## config.mk

```make
export PLATFORM = sky130hd
export DESIGN_NAME = dl_stage_seq
export DESIGN_NICKNAME = d
export VERILOG_FILES = /design/src/rtl/dl_seq_pkg.sv /design/src/rtl/dl_sfn_track.sv /design/src/rtl/dl_stage_fsm.sv /design/src/rtl/dl_unit_gate.sv /design/src/rtl/dl_stage_seq.sv
export SDC_FILE = /design/constraint.sdc
export NUM_CORES = 1
export LEC_CHECK = 0
export BUFFER_PORTS_ARGS = -buffer_cell sky130_fd_sc_hd__buf_4
export CAP_MARGIN = 5
export CORE_MARGIN = 2
export CORE_UTILIZATION = 44
export DETAILED_ROUTE_END_ITERATION = 10
export PLACE_DENSITY = 0.77
export SLEW_MARGIN = 20
export SYNTH_ARGS = -nofsm -noshare
export SYNTH_HDL_FRONTEND = slang
export SYNTH_SLANG_ARGS = --single-unit
```

## constraint.sdc

```tcl
create_clock -name clk -period 2.1 [get_ports clk]
set_input_delay 0.315 -clock clk [delete_from_list [all_inputs] [get_ports clk]]
set_output_delay 0.315 -clock clk [all_outputs]
set_load 0.03 [all_outputs]
```

## src/rtl/dl_seq_pkg.sv

```systemverilog
// Package: shared state encoding and stage numbering for the decode sequencer.
// Assumes four stages, numbered in their execution order.
package dl_seq_pkg;

    localparam int NUM_STAGES = 4;
    localparam int STG_BCAST  = 0;
    localparam int STG_FMT    = 1;
    localparam int STG_SRCH   = 2;
    localparam int STG_DATA   = 3;

    typedef enum logic [3:0] {
        ST_CLEAR      = 4'd0,
        ST_BCAST_WAIT = 4'd1,
        ST_BCAST_RUN  = 4'd2,
        ST_SLOT_WAIT  = 4'd3,
        ST_FMT_RUN    = 4'd4,
        ST_SRCH_RUN   = 4'd5,
        ST_DATA_RUN   = 4'd6,
        ST_FINISH     = 4'd7,
        ST_ERR_BCAST  = 4'd8,
        ST_ERR_SRCH   = 4'd9
    } seq_state_e;

endpackage

```

## src/rtl/dl_sfn_track.sv

```systemverilog
// Module: running system frame number.
// Loads on a good broadcast decode. Advances modulo 2**SFN_W when a
// strobe for the first subframe follows a strobe for the last subframe.
// Assumes a strobe carries a valid subframe number. A load wins over a
// simultaneous advance.
module dl_sfn_track #(
    parameter int SFN_W    = 10,
    parameter int SF_W     = 4,
    parameter int FIRST_SF = 0,
    parameter int LAST_SF  = 9
) (
    input  logic             clk,
    input  logic             rst_n,
    input  logic             sf_strobe,
    input  logic [SF_W-1:0]  sf_num,
    input  logic             load,
    input  logic [SFN_W-1:0] load_val,
    output logic [SFN_W-1:0] sfn_o
);

    logic [SFN_W-1:0] sfn_q;
    logic [SF_W-1:0]  last_sf_q;
    logic             rollover;

    // Detect a frame boundary from two consecutive strobes.
    always_comb rollover = sf_strobe && (sf_num == SF_W'(FIRST_SF))
                           && (last_sf_q == SF_W'(LAST_SF));

    // Remember the subframe number of the most recent strobe.
    always_ff @(posedge clk) begin
        if (!rst_n)         last_sf_q <= '0;
        else if (sf_strobe) last_sf_q <= sf_num;
    end

    // Frame counter: load, else advance on rollover.
    always_ff @(posedge clk) begin
        if (!rst_n)        sfn_q <= '0;
        else if (load)     sfn_q <= load_val;
        else if (rollover) sfn_q <= sfn_q + SFN_W'(1);
    end

    assign sfn_o = sfn_q;


    sfn_hold_chk: assert property (@(posedge clk) disable iff (!rst_n)
        (!sf_strobe && !load) |=> $stable(sfn_q));

endmodule

```

## src/rtl/dl_stage_fsm.sv

```systemverilog
// Module: stage state machine of the sequencer.
// Moves through the stages on the decoder done pulses. Gates the broadcast
// stage on the first subframe and the format stage on the data subframe of
// an even frame. Has three terminal states.
// Assumes the status inputs are valid together with the done pulse they
// belong to.
module dl_stage_fsm
    import dl_seq_pkg::*;
#(
    parameter int SF_W     = 4,
    parameter int BCAST_SF = 0,
    parameter int DATA_SF  = 5
) (
    input  logic                  clk,
    input  logic                  rst_n,
    input  logic                  sf_strobe,
    input  logic [SF_W-1:0]       sf_num,
    input  logic                  sfn_even,
    input  logic [NUM_STAGES-1:0] dec_done,
    input  logic                  bc_err,
    input  logic                  bc_payload_zero,
    input  logic                  srch_found,
    output seq_state_e            state_o,
    output logic                  load_sfn_o
);

    seq_state_e state_q, state_d;

    // Next-state and frame-load decision.
    always_comb begin
        state_d    = state_q;
        load_sfn_o = 1'b0;
        unique case (state_q)
            ST_CLEAR:      state_d = ST_BCAST_WAIT;
            ST_BCAST_WAIT: if (sf_strobe && sf_num == SF_W'(BCAST_SF))
                               state_d = ST_BCAST_RUN;
            ST_BCAST_RUN:  if (dec_done[STG_BCAST]) begin
                               if (bc_err || bc_payload_zero) begin
                                   state_d = ST_ERR_BCAST;
                               end else begin
                                   state_d    = ST_SLOT_WAIT;
                                   load_sfn_o = 1'b1;
                               end
                           end
            ST_SLOT_WAIT:  if (sf_strobe && sf_num == SF_W'(DATA_SF) && sfn_even)
                               state_d = ST_FMT_RUN;
            ST_FMT_RUN:    if (dec_done[STG_FMT]) state_d = ST_SRCH_RUN;
            ST_SRCH_RUN:   if (dec_done[STG_SRCH])
                               state_d = srch_found ? ST_DATA_RUN : ST_ERR_SRCH;
            ST_DATA_RUN:   if (dec_done[STG_DATA]) state_d = ST_FINISH;
            default:       state_d = state_q;
        endcase
    end

    // State register.
    always_ff @(posedge clk) begin
        if (!rst_n) state_q <= ST_CLEAR;
        else        state_q <= state_d;
    end

    assign state_o = state_q;


    bcast_err_hold_chk: assert property (@(posedge clk) disable iff (!rst_n)
        (state_q == ST_ERR_BCAST) |=> (state_q == ST_ERR_BCAST));

    srch_err_hold_chk: assert property (@(posedge clk) disable iff (!rst_n)
        (state_q == ST_ERR_SRCH) |=> (state_q == ST_ERR_SRCH));

    finish_hold_chk: assert property (@(posedge clk) disable iff (!rst_n)
        (state_q == ST_FINISH) |=> (state_q == ST_FINISH));

endmodule

```

## src/rtl/dl_unit_gate.sv

```systemverilog
// Module: unit enables derived from the stage state.
// Enables one decoder for the active stage. Enables the matching indexing
// unit until that unit reports done. Clears all decoder output registers in
// the clear state.
// Assumes that the state changes only between stages.
module dl_unit_gate
    import dl_seq_pkg::*;
(
    input  logic                  clk,
    input  logic                  rst_n,
    input  seq_state_e            state,
    input  logic [NUM_STAGES-1:0] idx_done,
    output logic [NUM_STAGES-1:0] idx_en,
    output logic [NUM_STAGES-1:0] dec_en,
    output logic [NUM_STAGES-1:0] dec_clr
);

    localparam int STG_W = $clog2(NUM_STAGES);

    seq_state_e       prev_q;
    logic             idx_seen_q;
    logic             active;
    logic             entry;
    logic [STG_W-1:0] stg;

    // Map a run state to its stage number.
    always_comb begin
        active = 1'b1;
        stg    = '0;
        unique case (state)
            ST_BCAST_RUN: stg = STG_W'(STG_BCAST);
            ST_FMT_RUN:   stg = STG_W'(STG_FMT);
            ST_SRCH_RUN:  stg = STG_W'(STG_SRCH);
            ST_DATA_RUN:  stg = STG_W'(STG_DATA);
            default:      active = 1'b0;
        endcase
    end

    // First cycle of a new state.
    always_comb entry = (state != prev_q);

    // Enable decode for the active stage only.
    always_comb begin
        idx_en  = '0;
        dec_en  = '0;
        dec_clr = {NUM_STAGES{state == ST_CLEAR}};
        if (active) begin
            dec_en[stg] = 1'b1;
            idx_en[stg] = !(idx_seen_q && !entry);
        end
    end

    // Track the previous state and whether indexing has finished in this stage.
    always_ff @(posedge clk) begin
        if (!rst_n) begin
            prev_q     <= ST_CLEAR;
            idx_seen_q <= 1'b0;
        end else begin
            prev_q <= state;
            if (entry) idx_seen_q <= active && idx_done[stg];
            else       idx_seen_q <= idx_seen_q || (active && idx_done[stg]);
        end
    end


    idx_drop_chk: assert property (@(posedge clk) disable iff (!rst_n)
        ($fell(|idx_en) && $stable(state)) |-> $past(|idx_done));

endmodule

```

## src/rtl/dl_stage_seq.sv

```systemverilog
// Module: top of the downlink decode stage sequencer.
// Connects the frame-number tracker, the stage state machine and the
// unit-enable gate. Assumes the decoders and the indexing units obey the
// enables and pulse done for one cycle.
module dl_stage_seq
    import dl_seq_pkg::*;
#(
    parameter int SFN_W    = 10,
    parameter int SF_W     = 4,
    parameter int PAY_W    = 24,
    parameter int BCAST_SF = 0,
    parameter int DATA_SF  = 5,
    parameter int LAST_SF  = 9
) (
    input  logic                  clk,
    input  logic                  rst_n,
    input  logic                  sf_strobe,
    input  logic [SF_W-1:0]       sf_num,
    input  logic [NUM_STAGES-1:0] idx_done,
    input  logic [NUM_STAGES-1:0] dec_done,
    input  logic                  bc_err,
    input  logic [PAY_W-1:0]      bc_payload,
    input  logic [SFN_W-1:0]      bc_sfn,
    input  logic                  srch_found,
    output logic [NUM_STAGES-1:0] idx_en,
    output logic [NUM_STAGES-1:0] dec_en,
    output logic [NUM_STAGES-1:0] dec_clr,
    output logic [SFN_W-1:0]      sfn,
    output logic [3:0]            state_code
);

    seq_state_e state;
    logic       load_sfn;
    logic       payload_zero;

    // Flag an empty broadcast payload.
    always_comb payload_zero = (bc_payload == '0);

    dl_sfn_track #(
        .SFN_W(SFN_W), .SF_W(SF_W), .FIRST_SF(0), .LAST_SF(LAST_SF)
    ) sfn_i (
        .clk(clk), .rst_n(rst_n), .sf_strobe(sf_strobe), .sf_num(sf_num),
        .load(load_sfn), .load_val(bc_sfn), .sfn_o(sfn)
    );

    dl_stage_fsm #(
        .SF_W(SF_W), .BCAST_SF(BCAST_SF), .DATA_SF(DATA_SF)
    ) fsm_i (
        .clk(clk), .rst_n(rst_n), .sf_strobe(sf_strobe), .sf_num(sf_num),
        .sfn_even(!sfn[0]), .dec_done(dec_done), .bc_err(bc_err),
        .bc_payload_zero(payload_zero), .srch_found(srch_found),
        .state_o(state), .load_sfn_o(load_sfn)
    );

    dl_unit_gate gate_i (
        .clk(clk), .rst_n(rst_n), .state(state), .idx_done(idx_done),
        .idx_en(idx_en), .dec_en(dec_en), .dec_clr(dec_clr)
    );

    assign state_code = state;


    idx_onehot_chk: assert property (@(posedge clk) disable iff (!rst_n)
        $onehot0(idx_en));

    dec_onehot_chk: assert property (@(posedge clk) disable iff (!rst_n)
        $onehot0(dec_en));

    bcast_start_chk: assert property (@(posedge clk) disable iff (!rst_n)
        $rose(dec_en[STG_BCAST]) |-> ($past(sf_strobe) && $past(sf_num) == SF_W'(BCAST_SF)));

    fmt_start_chk: assert property (@(posedge clk) disable iff (!rst_n)
        $rose(dec_en[STG_FMT]) |-> ($past(sf_strobe) && $past(sf_num) == SF_W'(DATA_SF)
                                    && !$past(sfn[0])));

endmodule

```

# Word level (Yosys, flattened, before mapping)
# Cells that the tools add are included.
# totals
elab_cells	66
register_bits	23
out_inout_bits	26
# op_classes
reduce_logical	19
eq_ne	15
n_mux	23
add_sub_neg	1
n_lt_le_gt_ge	2
bitwise_logic	1
# ops
operator	n
$mux 4	10
$pmux 4 s7	1
$logic_not 24->1	1
$mux 10	2
$eq 4x3->1 const B	4
$add 10x1->10 const B	1
$eq 4x2->1 const B	2
$logic_not 4->1	2
$ne 2x2->1 const B	4
$logic_and 1x1->1	7
$mux 1	7
$reduce_and 7->1	1
$reduce_bool 7->1	1
$pmux 2 s3	1
$and 4x4->4	1
$eq 4x1->1 const B	1
$eq 4x4->1 const B	1
$ne 2x1->1 const B	2
$ne 4x4->1	1
$reduce_or 4->1	1
$logic_not 1->1	3
$lt 2x3->1 const B	1
$bmux 1 s2	1
$demux 1 s2	1
other kinds (3)	4

# Logic depth before layout (Yosys ltp)
# logic_depth
word_depth	8
depth_mapped	7
mapped_depth_nobuf	5

# By module
# A second synthesis with hierarchy kept.
# unflattened
cells_unflattened	191
area_unflattened_um2	1576.5
# modules_own_cells
mod	area_per_inst_um2	cells_each	n_inst
dl_sfn_track	767.0	89	1
dl_stage_fsm	395.4	49	1
dl_unit_gate	352.8	43	1
dl_stage_seq	61.3	10	1

# Worst setup path after synthesis
# Ideal clock, no wire load.
# synth_path
path_kind	reg-to-output
startpoint	reg fsm_i.state_q[2], in the netlist fsm_i.state_o[2]
endpoint	out idx_en[2]
required_time_ns	1.785
path_slack_ns	-0.441
arrival_ns	2.226
stages_incl_launch_ff	5
cell_sequence	dfxtp_1 -> buf_2 -> nand2_1 -> nor3_1 -> nor2b_1
# synth_via
elab_chain_len	8
word_cells_on_any_way	18
# synth_lines
item	line	rtl
start: declaration	dl_stage_fsm.sv:27	seq_state_e state_q, state_d;
start signal: assignment	dl_stage_fsm.sv:58	else state_q <= state_d;
$eq 4x3->1	dl_unit_gate.sv:30	unique case (state)
$pmux 2 s3	dl_unit_gate.sv:30	
$lt 2x3->1 (implied by the code) or $ge 2x1->1 (tied branches)	dl_unit_gate.sv:49	idx_en[stg] = !(idx_seen_q && !entry);
$logic_and 1x1->1 (implied by the code)	dl_unit_gate.sv:49	
$mux 1 (implied by the code)	dl_unit_gate.sv:49	
$demux 1 s2	-	
$and 4x4->4 (no source line)	-	
$mux 4 *	dl_unit_gate.sv:47	if (active) begin
end: declaration	dl_stage_seq.sv:25	output logic [NUM_STAGES-1:0] idx_en,
# Every way passes the cells marked *; elsewhere a longest branch is shown, timed or not.

# Final worst setup path
# layout_path
startpoint	reg fsm_i.state_q[2], in the netlist fsm_i.state_o[2]
endpoint	out idx_en[2]
# layout_via
elab_chain_len	8
word_cells_on_any_way	18
# layout_lines
item	line
$eq 4x3->1	dl_unit_gate.sv:30
$pmux 2 s3	dl_unit_gate.sv:30
$lt 2x3->1 (implied by the code) or $ge 2x1->1 (tied branches)	dl_unit_gate.sv:49
$logic_and 1x1->1	dl_unit_gate.sv:49
$mux 1 (implied by the code)	dl_unit_gate.sv:49
$demux 1 s2	-
$and 4x4->4 (no source line)	-
$mux 4 *	dl_unit_gate.sv:47
# Marks and branches as above.

==> summary.md <==
| Metric | Value |
|---|---|
| Comb pwr share | 0.439 |
| Max frequency | 514 MHz |
| Setup crit start kind | register |
| Hold Startpoint | bc_sfn[0] |
| Syn. warnings | 0 |
| Commonest cells after routing, fill and taps aside | buf_4 (81), dfxtp_1 (22), nor2_1 (21), nand2_1 (13), a21oi_1 (9) |
| Final Setup Violations | 0 |
| FF-to-FF End | sfn_i.sfn_o[5] |
| Pin count of the biggest net entering global routing | 20 |
| Peak supply drop | 243 uV |
| Ys flop type | dfxtp_1 |
| Switching share of power | 0.370 |
| Hold Path Stages | 3 |
| Reg-to-Reg Start | fsm_i.state_o[0] |
| Outcome | complete, no violations |
| Leakage power total | 0.000982 uW |
| Yosys cell types | 48 |
| Routed via count | 1512 |
| Nets | 297 |
| Fin util | 0.681 |
| Remaining DRCs | 0 |
| CP Max Fanout | 8 |
| RSZ-0062 raised after global routing | no |
| Detailed-route wire length | 3.64 mm |
| Crit path arrival time | 1630 ps |
| Root Buffer | clkbuf_4 |
| Sequential share of power | 0.403 |
| Total CTS buffers | 3 |
| Crit path top cell by count | buf_4 |
| Mean post-synth cell area | 8.44 sq um |
| Seq cells post-synth | 23 |
| Routed WL per cell | 12.6 um |
| Commonest non-fill, non-tap cell in the layout | buf_4 |
| Setup Skew | 12.8 ps |
| Slew @ Worst Pin | 462 ps |
| Data required, critical path | 1780 ps |
| Slowest stage delay, CP | 450 ps |
| TNS Setup | 0 ps |
| Tcrit/Tclk final | 0.926 |
| Die height | 60.8 um |
| Worst R2R Setup Slack | 360 ps |
| Synth Instances | 168 |
| Internal Power | 768 uW |
| Time the worst path needs with I/O delays and setup | 1940 ps |
| Final ANT Viol Nets | 0 |
| Vias in the first global route | 1351 |
| Clock power share | 0.159 |
| 1st-iter DRT viols | 68 |
| Class of the worst hold path | primary input to register |
| Detailed placement HPWL | 3.01 mm |
| Grt total ovfl | 0 |
| Pwr Density | 586 nW/um^2 |
| Total Routing Usage GR | 0.200 |
| Max Slew Vio Count | 0 |
| Max-cap violations | 0 |
| Clk slew on worst S/H paths | 130 ps |
| FILL cells | 295 |
| I/O Pins | 77 |
| GP Congestion | 0.836 |
| Post-Syn Area | 1420 sq um |
| Core ar. | 3050 sq um |
| Hold Buf Count CTS | 0 |
| Synth async-reset ratio | 0 |
| Crit path cell chain | buf_4, nand2_1, nor3_2, nor2b_1, buf_4 |
| Rel. slew slack | 0.687 |
| # port buffers | 76 |
| Clock sink count | 23 |
| Hold_ws | 237 ps |
| Antenna Cells | 0 |
| Fin area | 2080 sq um |
| Die width | 60.8 um |
| CP endpoint kind | output pin |
| First-pass GRT wire length | 5.67 mm |
| TritonRoute pass-1 iters | 4 |
| Reg2reg path depth | 6 |
| Clk buf depth | 2 |
| Delay-heaviest family, CP | simple AND/OR/NAND/NOR gates |
| CTS tree | done |
| Vias per cell | 5.25 |
| Skew-Pair Late Insertion Delay | 300 ps |
| Initial antenna violation count | 0 |
| H-tree Lvls | 1 |
| Hold Path Sink | sfn_i.sfn_o[0] |
| Starting density of the core | 0.464 |
| Switching power | 450 uW |
| Resized Gates After CTS | 0 |
| Row cnt | 20 |
| Area growth from synthesis to layout | 46.6% |
| Die area | 3690 sq um |
| Slowest CP cell | dfxtp_2 |
| Placed instance area | 2050 sq um |
| Post-synth net total | 220 |
| WP buf/inv | 2 |
| EDFF count, synth | 0 |
| Crit path kind | register to output pin |
| Layout cell share with drive strength beyond 1 | 0.422 |
| Post-CTS setup buffer count | 0 |
| Seq/Total Area, Yosys | 0.325 |
| Final hold violations | 0 |
-- power groups by stage --
stage          registers [uW]  logic [uW]  clock network, uW
2_1_floorplan             525         333                  0
3_3_place_gp              500         528                  0
3_5_place_dp              500         531                  0
4_1_cts                   490         533                203
5_1_grt                   496         566                224
6_report                  490         534                194
-- cell type report --
class / count / area, sq um / share of cell area
clock buffers: 3 / 22.5 / 0.0108
clock inverters: 1 / 5.00 / 0.00241
inverters: 8 / 30.0 / 0.0144
multi-input cells: 126 / 865 / 0.416
flip-flops and latches: 23 / 462 / 0.222
well taps: 44 / 55.1 / 0.0265
repair buffers: 83 / 639 / 0.308
-- routing by layer --
metal	routed length [um]	global-route usage	vias to the layer above
li1	-	-	759
met1	1630	0.260	690
met2	1730	0.339	61
met3	253	0.0320	2
met5	0	0	-
met4	27	0.0652	0
-- synthesized netlist by cell type (all sizes together), types with 3 or more instances --
library cell  instances  share of area
dfxtp                23           0.32
xor2                  5          0.031
a211oi                6          0.042
o21ai                 8          0.031
mux2i                 8          0.056
nor4                  7          0.031
buf                   9          0.046
inv                   8          0.021
a21oi                 9          0.032
nand2                13          0.034
nor2                 22          0.070
nand4                 3          0.018
nor3                  8          0.028
xnor2                 6          0.037
-- tightest hold or removal path, cell delays in order --
cell and delay, ps:
buf_4 70, mux2i_1 50, nor2_1 70
-- metrics by stage --
stage	cells	total power [uW]	setup WS [ps]
global route	288	1290	14.4
finish	288	1220	156
floorplan	168	858	-128
CTS	288	1230	46.1
global placement	284	1030	325
detailed placement	284	1030	315
-- sequential cells by signal, indices dropped and copies added, names as in the netlist --
register / flops
sfn_i.last_sf_q: 4
sfn_i.sfn_o: 10
gate_i.prev_q: 4
gate_i.idx_seen_q: 1
fsm_i.state_o: 4
-- kinds of logic after synthesis --
| kind of cell | synth area share |
|---|---|
| xor gates and xnor gates | 0.0680 |
| buffers and inverters | 0.0724 |
| DFF | 0.325 |
| and+or+nand+nor | 0.260 |
| muxes | 0.0565 |
| adders and majority gates | 0.00882 |
| AOI/OAI and AO/OA | 0.210 |
-- worst max-delay path by stage --
stage / to / slack [ps] / from / depth (start not counted)
6_report: idx_en[2] / 160 / fsm_i.state_o[2] / 5
5_1_grt: idx_en[3] / 10 / fsm_i.state_o[1] / 7
4_1_cts: idx_en[2] / 50 / fsm_i.state_o[2] / 5
3_5_place_dp: sfn_i.sfn_o[0] / 320 / bc_payload[19] / 7
3_3_place_gp: sfn_i.sfn_o[0] / 330 / bc_payload[1] / 7
2_1_floorplan: idx_en[2] / -130 / fsm_i.state_o[2] / 4
Note: power is estimated with default switching activity, not from simulation.
